<file path="src/rtl/sih_pkg.sv">
package sih_pkg;

  // Register groups selected by addr[4:2] for the lower 24 addresses.
  typedef enum logic [2:0] {
    GRP_STA  = 3'd0,
    GRP_MKA  = 3'd1,
    GRP_STB  = 3'd2,
    GRP_MKB  = 3'd3,
    GRP_FRCA = 3'd4,
    GRP_FRCB = 3'd5,
    GRP_TRG0 = 3'd6,
    GRP_TRG1 = 3'd7
  } grp_e;

  localparam logic [4:0] CTRL_ADDR = 5'd31;

  function automatic int unsigned bytes_for(input int unsigned bits);
    return (bits + 7) / 8;
  endfunction

  // Bit index of the falling-enable bit of a source; rising is one above.
  function automatic int unsigned trig_bit(input int unsigned src);
    return (src / 4) * 8 + (src % 4) * 2;
  endfunction

  function automatic logic [31:0] low_ones(input int unsigned n);
    if (n >= 32) return '1;
    return (32'd1 << n) - 32'd1;
  endfunction

  function automatic logic [63:0] put_byte(input logic [2:0] b, input logic [7:0] d);
    return {56'd0, d} << (6'(b) * 6'd8);
  endfunction

  function automatic logic [7:0] take_byte(input logic [63:0] v, input logic [2:0] b);
    return v[6'(b) * 6'd8 +: 8];
  endfunction

endpackage

</file>
<file path="src/rtl/sih_sync_edge.sv">
module sih_sync_edge #(
  parameter int unsigned N = 22
) (
  input  logic           clk,
  input  logic           rst_n,
  input  logic [N-1:0]   src_i,
  input  logic [2*N-1:0] trig_i,
  output logic [N-1:0]   ev_o
);
  import sih_pkg::*;

  logic [N-1:0] meta_q, sync_q, prev_q;

  always_ff @(posedge clk or negedge rst_n) begin
    if (!rst_n) begin
      meta_q <= '0;
      sync_q <= '0;
      prev_q <= '0;
    end else begin
      meta_q <= src_i;
      sync_q <= meta_q;
      prev_q <= sync_q;
    end
  end

  for (genvar i = 0; i < N; i++) begin : g_src
    localparam int unsigned FB = trig_bit(i);
    logic rise_en, fall_en;
    assign fall_en = trig_i[FB];
    assign rise_en = trig_i[FB+1];
    assign ev_o[i] = (rise_en & sync_q[i] & ~prev_q[i]) |
                     (fall_en & ~sync_q[i] & prev_q[i]);
  end

  // An event needs a level change between the last two synchronized samples.
  p_event_on_change_r2: assert property (@(posedge clk) disable iff (!rst_n)
    (ev_o & ~(sync_q ^ prev_q)) == '0);

endmodule

</file>
<file path="src/rtl/sih_line.sv">
module sih_line #(
  parameter int unsigned NSRC = 22
) (
  input  logic                          clk,
  input  logic                          rst_n,
  input  logic [8*sih_pkg::bytes_for(NSRC)-1:0] ev_i,
  input  logic [8*sih_pkg::bytes_for(NSRC)-1:0] frc_i,
  input  logic [8*sih_pkg::bytes_for(NSRC)-1:0] clr_i,
  input  logic [sih_pkg::bytes_for(NSRC)-1:0]   mask_we_i,
  input  logic [7:0]                    wdata_i,
  output logic [8*sih_pkg::bytes_for(NSRC)-1:0] status_o,
  output logic [8*sih_pkg::bytes_for(NSRC)-1:0] mask_o,
  output logic                          irq_n_o
);
  import sih_pkg::*;

  localparam int unsigned NB = bytes_for(NSRC);
  localparam int unsigned W  = 8 * NB;
  localparam logic [31:0]  VLD32 = low_ones(NSRC);
  localparam logic [W-1:0] VLD   = VLD32[W-1:0];

  logic [W-1:0] st_q, again_q, mask_q;
  logic [W-1:0] set_eff, ack_hit, st_d, again_d;
  logic         irq_q;

  assign set_eff = (ev_i | frc_i) & VLD;
  assign ack_hit = clr_i & st_q;
  assign st_d    = set_eff | (st_q & ~clr_i) | (ack_hit & again_q);
  assign again_d = (again_q & ~ack_hit) | (st_q & ~clr_i & set_eff);

  always_ff @(posedge clk or negedge rst_n) begin
    if (!rst_n) begin
      st_q    <= '0;
      again_q <= '0;
      irq_q   <= 1'b1;
    end else begin
      st_q    <= st_d;
      again_q <= again_d;
      irq_q   <= ~|(st_q & ~mask_q);
    end
  end

  for (genvar b = 0; b < NB; b++) begin : g_mask
    always_ff @(posedge clk or negedge rst_n) begin
      if (!rst_n)            mask_q[8*b +: 8] <= 8'hFF;
      else if (mask_we_i[b]) mask_q[8*b +: 8] <= wdata_i;
    end
  end

  assign status_o = st_q;
  assign mask_o   = mask_q;
  assign irq_n_o  = irq_q;

  p_set_beats_clear_r10: assert property (@(posedge clk) disable iff (!rst_n)
    1'b1 |=> ((st_q & $past(set_eff & clr_i)) == $past(set_eff & clr_i)));

  p_backlog_reasserts_r8: assert property (@(posedge clk) disable iff (!rst_n)
    1'b1 |=> (($past(ack_hit & again_q) & ~st_q) == '0));

  p_unused_bits_zero_r11: assert property (@(posedge clk) disable iff (!rst_n)
    (st_q & ~VLD) == '0);

  p_irq_asserts_r5: assert property (@(posedge clk) disable iff (!rst_n)
    ((st_q & ~mask_q) != '0) |=> !irq_n_o);

  p_irq_releases_r5: assert property (@(posedge clk) disable iff (!rst_n)
    ((st_q & ~mask_q) == '0) |=> irq_n_o);

endmodule

</file>
<file path="src/rtl/sih_bank.sv">
module sih_bank #(
  parameter int unsigned NSRC = 22
) (
  input  logic            clk,
  input  logic            rst_n,
  input  logic [NSRC-1:0] src_i,
  input  logic [4:0]      addr_i,
  input  logic [7:0]      wdata_i,
  input  logic            rd_i,
  input  logic            wr_i,
  output logic [7:0]      rdata_o,
  output logic [1:0]      irq_n_o
);
  import sih_pkg::*;

  localparam int unsigned NB = bytes_for(NSRC);
  localparam int unsigned W  = 8 * NB;
  localparam int unsigned TW = 2 * NSRC;
  localparam int unsigned TB = bytes_for(TW);

  initial begin
    if (NSRC < 1 || NSRC > 24) $fatal(1, "sih_bank: NSRC must be 1..24");
  end

  logic [TW-1:0] trig_q;
  logic          cor_q;
  logic [7:0]    rdata_q;
  logic [NSRC-1:0] ev_raw;
  logic [W-1:0]  ev_w;
  logic [W-1:0]  st_a, st_b, mk_a, mk_b;
  logic [W-1:0]  clr_a, clr_b, frc_a, frc_b;
  logic [NB-1:0] mwe_a, mwe_b;
  logic [2:0]    grp;
  logic [2:0]    bsel;
  logic          is_trg, is_ctrl;
  logic [W-1:0]  wr_vec, rd_vec;
  logic [7:0]    rmux;

  assign grp     = addr_i[4:2];
  assign bsel    = {1'b0, addr_i[1:0]};
  assign is_trg  = (addr_i[4:3] == 2'b11) && (32'(addr_i[2:0]) < TB);
  assign is_ctrl = (addr_i == CTRL_ADDR);
  assign wr_vec  = W'(put_byte(bsel, wdata_i));
  assign rd_vec  = W'(put_byte(bsel, 8'hFF));

  sih_sync_edge #(.N(NSRC)) u_edge (
    .clk(clk), .rst_n(rst_n), .src_i(src_i), .trig_i(trig_q), .ev_o(ev_raw)
  );
  assign ev_w = W'(ev_raw);

  // Acknowledge: read-to-clear uses the read strobe, otherwise write ones.
  always_comb begin
    clr_a = '0;
    clr_b = '0;
    if (cor_q) begin
      if (rd_i && grp == GRP_STA && !addr_i[4]) clr_a = rd_vec & st_a;
      if (rd_i && grp == GRP_STB && !addr_i[4]) clr_b = rd_vec & st_b;
    end else begin
      if (wr_i && grp == GRP_STA) clr_a = wr_vec;
      if (wr_i && grp == GRP_STB) clr_b = wr_vec;
    end
  end

  assign frc_a = (wr_i && grp == GRP_FRCA) ? wr_vec : '0;
  assign frc_b = (wr_i && grp == GRP_FRCB) ? wr_vec : '0;

  for (genvar b = 0; b < NB; b++) begin : g_mwe
    assign mwe_a[b] = wr_i && grp == GRP_MKA && 32'(bsel) == b;
    assign mwe_b[b] = wr_i && grp == GRP_MKB && 32'(bsel) == b;
  end

  sih_line #(.NSRC(NSRC)) u_line_a (
    .clk(clk), .rst_n(rst_n), .ev_i(ev_w), .frc_i(frc_a), .clr_i(clr_a),
    .mask_we_i(mwe_a), .wdata_i(wdata_i), .status_o(st_a), .mask_o(mk_a),
    .irq_n_o(irq_n_o[0])
  );

  sih_line #(.NSRC(NSRC)) u_line_b (
    .clk(clk), .rst_n(rst_n), .ev_i(ev_w), .frc_i(frc_b), .clr_i(clr_b),
    .mask_we_i(mwe_b), .wdata_i(wdata_i), .status_o(st_b), .mask_o(mk_b),
    .irq_n_o(irq_n_o[1])
  );

  // Shared trigger register and control bit.
  always_ff @(posedge clk or negedge rst_n) begin
    if (!rst_n) begin
      trig_q <= '0;
      cor_q  <= 1'b0;
    end else if (wr_i) begin
      if (is_ctrl) cor_q <= wdata_i[0];
      if (is_trg) begin
        for (int j = 0; j < TW; j++) begin
          if (j / 8 == int'(addr_i[2:0])) trig_q[j] <= wdata_i[j % 8];
        end
      end
    end
  end

  always_comb begin
    rmux = 8'h00;
    if (is_ctrl)     rmux = {7'd0, cor_q};
    else if (is_trg) rmux = take_byte(64'(trig_q), addr_i[2:0]);
    else begin
      case (grp)
        GRP_STA: rmux = take_byte(64'(st_a), bsel);
        GRP_MKA: rmux = take_byte(64'(mk_a), bsel);
        GRP_STB: rmux = take_byte(64'(st_b), bsel);
        GRP_MKB: rmux = take_byte(64'(mk_b), bsel);
        default: rmux = 8'h00;
      endcase
    end
  end

  always_ff @(posedge clk or negedge rst_n) begin
    if (!rst_n)    rdata_q <= 8'h00;
    else if (rd_i) rdata_q <= rmux;
  end

  assign rdata_o = rdata_q;

  // Without any register access, a pending bit of line A never drops.
  p_hold_until_ack_r7: assert property (@(posedge clk) disable iff (!rst_n)
    (!rd_i && !wr_i) |=> ((st_a & $past(st_a)) == $past(st_a)));

  // Read data only moves on a read strobe.
  p_rdata_stable_r12: assert property (@(posedge clk) disable iff (!rst_n)
    !rd_i |=> $stable(rdata_o));

endmodule

</file>
<file path="config.mk">
export PLATFORM = sky130hd
export DESIGN_NAME = sih_bank
export DESIGN_NICKNAME = d
export VERILOG_FILES = /design/src/rtl/sih_pkg.sv /design/src/rtl/sih_sync_edge.sv /design/src/rtl/sih_line.sv /design/src/rtl/sih_bank.sv
export SDC_FILE = /design/constraint.sdc
export NUM_CORES = 1
export LEC_CHECK = 0
export ABC_AREA = 0
export BUFFER_PORTS_ARGS = -buffer_cell sky130_fd_sc_hd__buf_2
export CORE_MARGIN = 2
export CORE_UTILIZATION = 57
export DETAILED_ROUTE_END_ITERATION = 16
export PLACE_DENSITY = 0.8
export SLEW_MARGIN = 20
export SYNTH_ARGS = -nofsm -noshare
export SYNTH_HDL_FRONTEND = slang
export SYNTH_SLANG_ARGS = --single-unit
</file>
<file path="constraint.sdc">
create_clock -name clk -period 3.35 [get_ports clk]
set_input_delay 0 -clock clk [delete_from_list [all_inputs] [get_ports clk]]
set_output_delay 0 -clock clk [all_outputs]
set_load 0.05 [all_outputs]
</file>
# [Yosys cells after proc, flatten, opt, wreduce, memory -nomap -nowiden]
# Index checks and enable logic that the tools add are counted.
[word_totals] in_bits=39 ram_bits=0 output_inout_bits=10 n_memories=0 rom_bits=0 latch_bits=0 reg_bits=265
[op_classes] n_reduce_logical=32 bitwise=182 div_mod_pow=0 n_mul=0 mux=11 shift=7 addsub=0 magnitude_cmp=1 n_eq_ne=14
[ops] cell="bitwise AND 24 bit" n=12
[ops] cell="indexed part select 64 x 6 -> 8 bit" n=4
[ops] cell="two-way mux 24 bit" n=6
[ops] cell="NOT 24 bit" n=6
[ops] cell="OR 24 bit" n=4
[ops] cell="bitwise AND 1 bit" n=88
[ops] cell="indexed part select 64 x 7 -> 8 bit" n=1
[ops] cell="bitwise AND 24 x 22 -> 24 bit" n=2
[ops] cell="OR 22 x 24 -> 24 bit" n=2
[ops] cell="OR reduction 24 bit" n=2
[ops] cell="two-way mux 22 bit" n=2
[ops] cell="NOT 1 bit" n=44
[ops] cell="OR 22 bit" n=2
[ops] cell="case mux 8 bit (4 select lines)" n=1
[ops] cell="<< shifter 8 x 5 -> 24 bit" n=1
[ops] cell="<< shifter 8 x 5 -> 24 bit (first input constant)" n=1
[ops] cell="OR 1 bit" n=22
[ops] cell="AND reduction 3 bit" n=6
[ops] cell="logical AND 1 bit" n=17
[ops] cell="two-way mux 8 bit" n=2
[ops] cell="equality test 3 bit (first input constant)" n=4
[ops] cell="zero test 3 bit" n=3
[ops] cell="equality test 3 x 2 -> 1 bit (second input constant)" n=2
[ops] cell="equality test 3 bit (second input constant)" n=2
[ops] cell="other kinds (8)" n=11

# [Logic depth before layout (Yosys ltp)]
# Gate-level depths: netlist of run 1.
[logic_depth] word_depth=9 mapped_depth=9 ltp_nobuf=5

# [Modules after synthesis]
# Synthesis of run 1 repeated with hierarchy kept, for this count alone.
[unflattened] hier_cells=1163 hier_area_um2=12483.2
[by_module_without_submodules] module="sih_line" instances=2 area_each_um2=2966.6 cells_per_inst=256
[by_module_without_submodules] module="sih_bank" instances=1 area_each_um2=4593.2 cells_per_inst=519
[by_module_without_submodules] module="sih_sync_edge" instances=1 area_each_um2=1956.9 cells_per_inst=132

# [Worst setup path before layout of run 1]
# OpenSTA, ideal clock, no wires.
[synth_timing] kind="register to register" from="reg cor_q" to="reg u_line_b.again_q[4]" required_ps=3224 synth_period_minus_slack_ps=1614 path_slack_ps=1736 t_arrival_ps=1488 stages_incl_launch_ff=5 path_buffers=0 cell_sequence="dfrtp_1 or3b_1 nor2_2 a21oi_1 o32a_1"
[synth_via] elab_chain_len=5
[synth_lines] element="start: declaration" line="sih_bank.sv:26" source="logic cor_q;"
[synth_lines] element="start signal: assignment" line="sih_bank.sv:90" source="if (is_ctrl) cor_q <= wdata_i[0];"
[synth_lines] element="two-way mux 24 bit *" line="sih_bank.sv:55" source="if (cor_q) begin"
[synth_lines] element="bitwise AND 24 bit / NOT 24 bit (equally long branches)" line="sih_line.sv:27, sih_line.sv:29"
[synth_lines] element="NOT 24 bit / bitwise AND 24 bit (equally long branches)" line="sih_line.sv:29" source="assign again_d = (again_q & ~ack_hit) | (st_q & ~clr_i & set_eff);"
[synth_lines] element="bitwise AND 24 bit / bitwise AND 24 x 22 -> 24 bit (equally long branches)" line="sih_line.sv:29"
[synth_lines] element="OR 24 bit *" line="sih_line.sv:29"
[synth_lines] element="named net u_line_b.again_d[4]" line="sih_line.sv:23" source="logic [W-1:0] set_eff, ack_hit, st_d, again_d;"
[synth_lines] element="end signal: assignment" line="sih_line.sv:38" source="again_q <= again_d;"
[synth_lines] element="end: declaration" line="sih_line.sv:22" source="logic [W-1:0] st_q, again_q, mask_q;"
# Mark *: on every way through the listed nets, which the timed path passes. The rest lies on a longest branch.
# A chain may end at the register's enable or synchronous reset.

# [Worst setup path after layout of run 1]
[layout_timing] from="reg cor_q" to="reg u_line_b.st_q[21] (netlist: u_line_b.status_o[21])"
[layout_via] elab_chain_len=5
[layout_lines] element="two-way mux 24 bit *" line="sih_bank.sv:55"
[layout_lines] element="NOT 24 bit" line="sih_line.sv:28" source="assign st_d = set_eff | (st_q & ~clr_i) | (ack_hit & again_q);"
[layout_lines] element="bitwise AND 24 bit" line="sih_line.sv:28"
[layout_lines] element="OR 22 x 24 -> 24 bit" line="sih_line.sv:28"
[layout_lines] element="OR 24 bit *" line="sih_line.sv:28"
[layout_lines] element="named net u_line_b.st_d[21]" line="sih_line.sv:23"
[layout_lines] element="end signal: assignment" line="sih_line.sv:37" source="st_q <= st_d;"
[layout_lines] element="end: declaration" line="sih_line.sv:22"
# Marked as above.

==> results.sh, run 1 <==
export IMPL_layout_commonest_cell="dfrtp_1"
export IMPL_yosysSeqAreaShare_pct=56.2
export IMPL_fin_crit_sh_pct=65.6
export IMPL_setup_tns_ns=0
export IMPL_worstSetupStartpointType="flop"
export IMPL_cts_root_buf="clkbuf_16"
export IMPL_syn_to_final_growth_pct=14.2
export IMPL_vdd_drop_max_uv=514
export IMPL_crit_path_max_fanout=8
export IMPL_initial_utilization_pct=58.5
export IMPL_r2r_start="cor_q"
export IMPL_via_per_inst=6.51
export IMPL_drt_iter0_drc=1098
export IMPL_clkTransAtPathRegs_ns=0.06
export IMPL_nFillCells=1459
export IMPL_clock_path_buffers=3
export IMPL_antenna_found_initial=0
export IMPL_dpl_hpwl_um=24500
export IMPL_fp_row_count=52
export IMPL_combPwrFrac_pct=16.8
export IMPL_route_detailed_wl_per_inst_um=25.3
export IMPL_power_clock_fraction_pct=36.4
export IMPL_overflow=0
export IMPL_slew_viol_final=0
export IMPL_arrival_ns=2.62
export IMPL_seqPwrFrac_pct=46.8
export IMPL_r2r_slack_ns=1.15
export IMPL_setup_viol_count_final=0
export IMPL_vias=9118
export IMPL_die_height_um=149
export IMPL_drt_total_wl_um=35400
export IMPL_synth_cell_types=64
export IMPL_worstSkewPairLatency_ns=0.57
export IMPL_layout_drive_gt1_share_pct=26.9
export IMPL_p_switching_w=0.00261
export IMPL_fin_skew_ns=0.0355
export IMPL_internal_power_w=0.00648
export IMPL_drtPass1Iterations=5
export IMPL_syn_area_mm2=0.0119
export IMPL_tightest_slew_ns=0.968
export IMPL_crit_type="reg -> reg"
export IMPL_hold_viol=0
export IMPL_synth_edf_count=0
export IMPL_ys_warn_count=0
export IMPL_reg2reg_to="u_line_b.status_o[21]"
export IMPL_antenna_cells=0
export IMPL_drt_met1_wl_um=14400
export IMPL_cts_hold_fix_buffers=26
export IMPL_post_cts_buffers=0
export IMPL_track_usage_pct=32.7
export IMPL_cts_tree="done"
export IMPL_power_density_mw_per_mm2=669
export IMPL_endpoint_kind="flop"
export IMPL_clock_fmax_mhz=455
export IMPL_power_leakage_nw=5.64
export IMPL_fin_util_pct=66.7
export IMPL_portBuffers=48
export IMPL_die_area_mm2=0.0221
export IMPL_top_layer="met4"
export IMPL_die_w_um=149
export IMPL_finalPower_w=0.00910
export IMPL_wl_met3_um=2940
export IMPL_clock_sinks=265
export IMPL_io_pins=49
export IMPL_min_path_type="in -> async"
export IMPL_final_cell_mix="dfrtp_1 (215), mux2_2 (101), a21oi_1 (87)"
export IMPL_maxSlewHeadroom_pct=35.5
export IMPL_grt_max_degree=93
export IMPL_drcViolationCount=0
export IMPL_synthArstFlopShare_pct=100
export IMPL_ant_nets=0
export IMPL_status="completed"
export IMPL_nets=1147
export IMPL_routabilityCongestion=0.996
export IMPL_core_area_mm2=0.0204
export IMPL_p_sw_share_pct=28.7
export IMPL_cts_made_buffers=28
export IMPL_synth_ff_type="dfrtp_1"
export IMPL_syn_nets=1084
export IMPL_grt_pass1_vias=9158
export IMPL_cp_required_ns=3.77
export IMPL_cts_resized_gates=0
export IMPL_synth_seq_cells=265
export IMPL_reg2reg_depth=5
export IMPL_drv_cap=0
export IMPL_dr_wl_met2_um=16100
export IMPL_grt_pass1_wl_um=54200
export IMPL_htreeDepth=1
export IMPL_syn_area_per_cell_um2=11.4
export IMPL_netlist_instances=1045
export IMPL_rsz0062_at_grt="false"
export IMPL_fin_crit_ns=2.20
Yosys cell counts (all sizes together), types with 2 or more instances:
cell type	instances	area, um^2
dfrtp	215	5380
mux2	101	1140
nor2	89	372
a21oi	87	435
o21ai	78	390
nand2	59	221
inv	55	206
dfstp	50	1310
nor3	40	243
o22ai	36	225
clkbuf	28	105
buf	22	143
o32a	22	220
o21ba	19	190
nand3b	15	113
mux2i	13	130
mux4	12	270
a32oi	9	78.8
a221oi	8	76.3
nand2b	8	50.1
nor2b	7	43.8
nor4	7	50.1
o221ai	7	61.3
a22oi	6	45.0
a31oi	5	31.3
o21a	5	37.5
and3	4	25.0
o31ai	4	30.0
or2	4	25.0
a21o	3	22.5
a2111oi	2	17.5
and3b	2	17.5
nand3	2	10.0
nand4	2	18.8
nand4bb	2	22.5
o22a	2	17.5
o32ai	2	17.5
power by group through the flow:
stage	clock [W]	combinational [W]	sequential, W
after floorplan	0	0.000984	0.00415
after global placement	0	0.00141	0.00425
after detailed placement	0	0.00146	0.00428
after CTS	0.00334	0.00150	0.00424
after global routing	0.00347	0.00163	0.00431
final	0.00331	0.00152	0.00426
through the flow:
step | hold slack [ns] | area [um^2] | worst slack [ns] | instances
6_report | 0.0303 | 13600 | 1.15 | 1400
5_1_grt | 0.0586 | 13600 | 1.06 | 1400
4_1_cts | 0.0324 | 13600 | 1.15 | 1400
3_5_place_dp | 0.0546 | 12300 | 1.01 | 1322
3_3_place_gp | 0.0532 | 12300 | 0.982 | 1322
2_1_floorplan | -0.296 | 11900 | 1.74 | 1045
how the worst max path moves through the flow:
stage / from / end / slack [ns] / depth (start not counted)
5_1_grt: cor_q / u_line_b.status_o[21] / 1.06 / 5
3_5_place_dp: addr_i[3] / u_line_b.again_q[3] / 1.01 / 5
3_3_place_gp: addr_i[3] / u_line_b.again_q[5] / 0.98 / 5
2_1_floorplan: cor_q / u_line_b.again_q[4] / 1.74 / 4
4_1_cts: cor_q / u_line_b.status_o[21] / 1.15 / 5
6_report: cor_q / u_line_b.status_o[21] / 1.15 / 5
flip-flops by register name (all words and copies together), names as in the netlist, 8 cells and up:
signal and cells:
trig_q 44, u_edge.meta_q 22, u_line_b.again_q 24, u_edge.prev_q 22
rdata_o 8, u_edge.sync_q 22, u_line_b.mask_o 24, u_line_a.again_q 24
u_line_a.status_o 24, u_line_b.status_o 24, u_line_a.mask_o 24
layout make-up:
class | count | area (um^2) | area share, %
Timing Repair Buffer | 83 | 603 | 4.44
Tap cell | 270 | 338 | 2.49
Inverter | 55 | 206 | 1.52
Clock buffer | 39 | 772 | 5.68
Sequential cell | 265 | 6690 | 49.3
Clock inverter | 13 | 221 | 1.63
Multi-Input combinational cell | 675 | 4760 | 35.0
critical path, cell delays in order (launching register included):
cell	delay (ns)
dfrtp_1	0.41
or3b_1	0.49
nor3_2	0.67
a21oi_1	0.22
o21ai_0	0.19
nand2_1	0.07
per-layer routing:
metal,vias to the layer above,track usage (%)
li1,3933,-
met1,4578,44.5
met2,491,51.1
met3,116,6.72
met4,0,15.1
met5,-,0
kinds of logic after synthesis:
| logic type | synth area share, % |
|---|---|
| simple gates | 10.5 |
| buf+inv | 3.82 |
| compound gates | 16.5 |
| flops | 56.2 |
| mux | 12.9 |
Note: power is estimated with default switching activity, not from simulation.
==> run 2, diff against run 1 <==
clock period = 2.05 ns   (was 3.35 ns; I/O delays follow)
==> run 2 against run 1 <==
Effect of this change:
- clock power rose by 82%
- maximum frequency rose by 18%
- design area rose by 4.5%
- critical path depth did not move
- hold slack improved by 0.013 ns
- critical path type unchanged
- critical endpoint is now u_line_b.status_o[7]
- largest power group unchanged
==> results.sh, run 2 (same netlist as run 1, synthesis figures left out) <==
export IMPL_status="completed"
export IMPL_grt_pass1_wl_um=57000
export IMPL_core_area_mm2=0.0204
export IMPL_portBuffers=48
export IMPL_setup_tns_ns=0
export IMPL_antenna_found_initial=0
export IMPL_fp_row_count=52
export IMPL_via_per_inst=6.53
export IMPL_cp_startpoint="cor_q"
export IMPL_crit_type="reg -> reg"
export IMPL_cts_made_buffers=28
export IMPL_nets=1203
export IMPL_cts_root_buf="clkbuf_16"
export IMPL_cts_tree="done"
export IMPL_slowest_delay_ns=0.48
export IMPL_fin_crit_sh_pct=91.1
export IMPL_drtPass1Iterations=6
export IMPL_tightest_slew_ns=0.676
export IMPL_min_path_type="in -> reg"
export IMPL_drt_total_wl_um=37200
export IMPL_syn_to_final_growth_pct=19.4
export IMPL_routabilityCongestion=1.06
export IMPL_htreeDepth=1
export IMPL_final_area_mm2=0.0142
export IMPL_rsz0062_at_grt="false"
export IMPL_reg2reg_to="u_line_b.status_o[7]"
export IMPL_die_height_um=149
export IMPL_nFillCells=1409
export IMPL_vias=9511
export IMPL_grt_pass1_vias=9642
export IMPL_initial_utilization_pct=58.5
export IMPL_grt_max_degree=64
export IMPL_layout_commonest_cell="dfrtp_1"
export IMPL_arrival_ns=2.28
export IMPL_cp_cell_sequence="or3b_1, nor2_4, a21oi_1, nor3_1, o21ai_0"
export IMPL_slew_viol_final=0
export IMPL_power_density_mw_per_mm2=1100
export IMPL_clkTransAtPathRegs_ns=0.07
export IMPL_layout_drive_gt1_share_pct=30.0
export IMPL_largest_register="trig_q"
export IMPL_antenna_cells=0
export IMPL_clock_sinks=265
export IMPL_r2r_start="cor_q"
export IMPL_crit_path_max_fanout=8
export IMPL_power_leakage_nw=5.98
export IMPL_maxSlewHeadroom_pct=54.5
export IMPL_drv_cap=0
export IMPL_cp_required_ns=2.46
export IMPL_fin_skew_ns=0.0412
export IMPL_clock_path_buffers=3
export IMPL_endpoint_kind="flop"
export IMPL_crit_end="u_line_b.status_o[7]"
export IMPL_io_pins=49
export IMPL_final_cell_mix="dfrtp_1 (215), mux2_2 (101), a21oi_1 (87)"
export IMPL_vdd_drop_max_uv=773
export IMPL_worstSkewPairLatency_ns=0.58
export IMPL_route_detailed_wl_per_inst_um=25.5
export IMPL_overflow=0
export IMPL_r2r_slack_ns=0.18
export IMPL_worstSetupStartpointType="flop"
export IMPL_setup_viol_count_final=0
export IMPL_cpMaxStageDelayCell="or3b_1"
export IMPL_clock_fmax_mhz=535
export IMPL_track_usage_pct=34.4
export IMPL_hold_viol=0
export IMPL_ant_nets=0
export IMPL_reg2reg_depth=5
export IMPL_die_w_um=149
export IMPL_regArea_mm2=0.00669
export IMPL_die_area_mm2=0.0221
export IMPL_largest_reg_flops=44
export IMPL_fin_crit_ns=1.87
export IMPL_drcViolationCount=0
export IMPL_multi_input_area_mm2=0.00476
export IMPL_place_area_mm2=0.0128
export IMPL_dpl_hpwl_um=26400
export IMPL_drt_iter0_drc=1077
## run 2: cell types whose count changed in the layout (fill, tap and decap cells not counted), sizes merged
cell / change
buf: +51
bufinv: +5
dlygate4sd3: +5
clkinv: -4
clkbuf: -2
inv: +1
## run 2: worst min-delay path by stage
stage                                      to       start  depth (start not counted)
after floorplan                         cor_q       rst_n                          0
after global placement       u_edge.meta_q[1]       rst_n                          1
after detailed placement            trig_q[3]       rst_n                          1
after CTS                 u_line_a.mask_o[11]  wdata_i[3]                          2
after global routing      u_line_a.mask_o[11]  wdata_i[3]                          2
final                     u_line_a.mask_o[11]  wdata_i[3]                          2
## run 2: final cells by class
cell class	count	area share, %
Sequential cell	265	47.1
Multi-Input combinational cell	675	33.5
Timing Repair Buffer	139	7.73
Clock buffer	37	5.31
Clock inverter	15	2.51
Tap cell	270	2.38
Inverter	55	1.45
## run 2: where the power goes
| part | leakage, nW | total (W) | internal (W) | switching, W |
|---|---|---|---|---|
| clock | 0.533 | 0.00603 | 0.00387 | 0.00216 |
| combinational | 2.55 | 0.00259 | 0.00113 | 0.00146 |
| sequential | 2.90 | 0.00695 | 0.00625 | 0.000700 |
## run 2: critical path, delay by kind of cell (launching register included)
family | cells | cell delay [ns]
compound gates | 2 | 0.28
flops | 1 | 0.41
simple gates | 3 | 1.01
## run 2: per-stage QoR
step,total power (W),hold slack (ns),utilization (%),worst slack (ns),std cells
global placement,0.00935,-0.0402,62.8,0.193,1373
detailed placement,0.00947,-0.0449,62.8,0.133,1373
floorplan,0.00838,-0.296,-,0.436,1045
CTS,0.0155,0.0183,69.7,0.104,1456
global route,0.0161,0.0163,69.8,0.0725,1456
finish,0.0156,0.0436,69.8,0.182,1456
## run 2: per-layer routing
layer / track usage (%) / wire (um)
met1: 47.0 / 14800
met2: 55.0 / 17500
met3: 6.17 / 3260
met4: 14.2 / 1680
met5: 0 / 0
## run 2: repair_timing
action                     4_1_cts  5_1_grt
resized for setup                0        1
buffers inserted                 0        0
hold buffers                    31        0
hold endpoints to repair       265        0
setup endpoints to repair        0       13
==> run 3, diff against run 2 <==
ABC_AREA = 1   (was 0)
==> run 3 against run 2 <==
Effect of this change:
- register-to-register slack is essentially flat
- global-route usage shrank 1.1 points
- worst setup slack gained 0.0086 ns
- via count grew 19%
- area after synthesis grew 4.8%
- critical endpoint is now u_line_a.again_q[11]
- highest routed layer is now met5
- critical path type unchanged
==> results.sh, run 3 <==
export IMPL_clkTransAtPathRegs_ns=0.07
export IMPL_synth_edf_count=0
export IMPL_initial_utilization_pct=57.5
export IMPL_via_per_inst=5.82
export IMPL_route_detailed_wl_per_inst_um=19.8
export IMPL_drtPass1Iterations=6
export IMPL_cp_required_ns=2.49
export IMPL_die_height_um=152
export IMPL_yosys_area_top_type_share_pct=43.1
export IMPL_vdd_drop_max_uv=989
export IMPL_dp_slack_ns=0.150
export IMPL_final_cell_mix="nand2_1 (417), dfrtp_1 (215), inv_1 (184)"
export IMPL_largest_register="trig_q"
export IMPL_yosysSeqAreaShare_pct=53.6
export IMPL_clock_fmax_mhz=538
export IMPL_regArea_mm2=0.00669
export IMPL_grt_max_degree=66
export IMPL_synth_ff_type="dfrtp_1"
export IMPL_fin_crit_ns=1.86
export IMPL_antenna_found_initial=2
export IMPL_drt_total_wl_um=38400
export IMPL_arrival_ns=2.30
export IMPL_grt_pass1_wl_um=60100
export IMPL_syn_nets=1557
export IMPL_endpoint_kind="flop"
export IMPL_layout_drive_gt1_share_pct=14.4
export IMPL_tightest_slew_ns=0.718
export IMPL_core_area_mm2=0.0217
export IMPL_clock_sinks=265
export IMPL_syn_area_mm2=0.0125
export IMPL_drcViolationCount=0
export IMPL_drv_cap=0
export IMPL_holdPathEnd="cor_q"
export IMPL_slew_viol_final=0
export IMPL_worstSkewPairLatency_ns=0.57
export IMPL_hold_viol=0
export IMPL_reg2reg_depth=7
export IMPL_min_path_type="in -> reg"
export IMPL_syn_area_per_cell_um2=8.22
export IMPL_reg2reg_to="u_line_a.again_q[11]"
export IMPL_ys_warn_count=0
export IMPL_routabilityCongestion=0.984
export IMPL_fin_crit_sh_pct=90.7
export IMPL_die_w_um=152
export IMPL_portBuffers=48
export IMPL_grt_pass1_vias=11099
export IMPL_maxSlewHeadroom_pct=51.6
export IMPL_syn_to_final_growth_pct=16.6
export IMPL_nFillCells=1734
export IMPL_synth_common_cells="nand2_1 (417), dfrtp_1 (215), inv_1 (184), o21ai_0 (172), nor2_1 (121)"
export IMPL_r2r_start="cor_q"
export IMPL_cts_tree="done"
export IMPL_r2r_slack_ns=0.19
export IMPL_whs_path_depth=5
export IMPL_ant_nets=0
export IMPL_setup_tns_ns=0
export IMPL_worstSetupStartpointType="flop"
export IMPL_drt_iter0_drc=1062
export IMPL_fp_row_count=54
export IMPL_crit_type="reg -> reg"
export IMPL_cts_root_buf="clkbuf_16"
export IMPL_crit_path_max_fanout=8
export IMPL_setup_viol_count_final=0
export IMPL_fin_ws_ns=0.190
export IMPL_yosysMostFrequentCell="nand2_1"
export IMPL_min_from="addr_i[3]"
export IMPL_io_pins=49
export IMPL_dpl_hpwl_um=26900
export IMPL_overflow=0
export IMPL_clock_path_buffers=3
export IMPL_synth_area_leaders="dfrtp_1 (43%), nand2_1 (13%), dfstp_2 (11%)"
export IMPL_die_area_mm2=0.0231
export IMPL_rsz0062_at_grt="false"
export IMPL_fin_skew_ns=0.0235
export IMPL_track_usage_pct=33.3
export IMPL_layout_commonest_cell="nand2_1"
export IMPL_vias=11279
export IMPL_power_leakage_nw=6.97
export IMPL_synth_cell_types=44
export IMPL_power_density_mw_per_mm2=978
export IMPL_multi_input_area_mm2=0.00474
export IMPL_htreeDepth=1
export IMPL_synth_top_area_cell="dfrtp_1"
export IMPL_synth_seq_cells=265
export IMPL_netlist_instances=1518
export IMPL_nets=1673
export IMPL_synthArstFlopShare_pct=100
export IMPL_largest_reg_flops=44
export IMPL_cts_made_buffers=29
export IMPL_status="completed"
==> run 3: cell types whose count changed in the layout (fill, tap and decap cells not counted), sizes merged, moves of 19 or more <==
cell	previous run	this run
o21ba	19	0
nand2	59	430
nand3	2	58
o21ai	78	186
o32a	22	0
inv	56	189
o22ai	36	57
nor2	89	138
nor3	40	4
mux2	101	0
==> run 3: timing repair <==
| action | CTS | global route |
|---|---|---|
| hold buffers | 36 | 0 |
| resized for setup | 0 | 0 |
| setup buffers | 0 | 0 |
| endpoints found under the hold margin | 305 | 0 |
==> run 3: through the flow <==
stage | power [W] | utilization [%] | instances | cell area (um^2) | hold slack, ns
5_1_grt | 0.0148 | 67.1 | 1936 | 14500 | 0.0412
3_3_place_gp | 0.00858 | 60.7 | 1847 | 13200 | -0.0247
2_1_floorplan | 0.00784 | - | 1518 | 12500 | -0.296
3_5_place_dp | 0.00868 | 60.7 | 1847 | 13200 | -0.0250
4_1_cts | 0.0142 | 67.1 | 1936 | 14500 | 0.00207
6_report | 0.0142 | 67.1 | 1937 | 14500 | 0.0225
==> run 3: layer usage <==
layer	global-route usage (%)	wire, um
met4	15.6	2190
met3	7.24	4000
met1	44.4	14800
met5	0	14
met2	52.4	17400
==> run 3: logic make-up after synthesis <==
group / share of synthesized area [%]
compound gates: 15.8
buf+inv: 8.37
flops: 53.6
simple gates: 22.2
==> run 3: final cells by class <==
type,instances,share of cell area (%)
clock buffer,41,5.85
timing repair buffer,135,7.09
inverter,189,4.91
multi-input combinational,1014,32.6
clock inverter,12,1.12
sequential,265,46.0
tap,280,2.41
antenna,1,0.0172
==> run 3: how the worst max path moves through the flow <==
| stage | from | endpoint | slack [ns] | depth (start not counted) |
|---|---|---|---|---|
| 2_1_floorplan | cor_q | u_line_b.status_o[14] | 0.62 | 8 |
| 3_3_place_gp | addr_i[1] | u_line_a.status_o[11] | 0.26 | 9 |
| 3_5_place_dp | addr_i[1] | u_line_a.again_q[11] | 0.15 | 9 |
| 4_1_cts | cor_q | u_line_a.again_q[11] | 0.21 | 7 |
| 5_1_grt | cor_q | u_line_a.status_o[12] | 0.07 | 7 |
| 6_report | cor_q | u_line_a.again_q[11] | 0.19 | 7 |
==> run 3: power breakdown <==
group / total, W / internal, W / leakage [nW] / switching, W
clock: 0.00547 / 0.00328 / 0.496 / 0.00219
combinational: 0.00216 / 0.000709 / 3.62 / 0.00145
sequential: 0.00660 / 0.00609 / 2.85 / 0.000509
==> run 3: worst max-delay path, cell delays in order, from the launching register on <==
cell	delay, ns
dfrtp_1	0.34
nand2_1	0.20
nor2_1	0.32
nand2_1	0.33
o21ai_1	0.24
inv_1	0.07
o22ai_1	0.16
inv_1	0.07
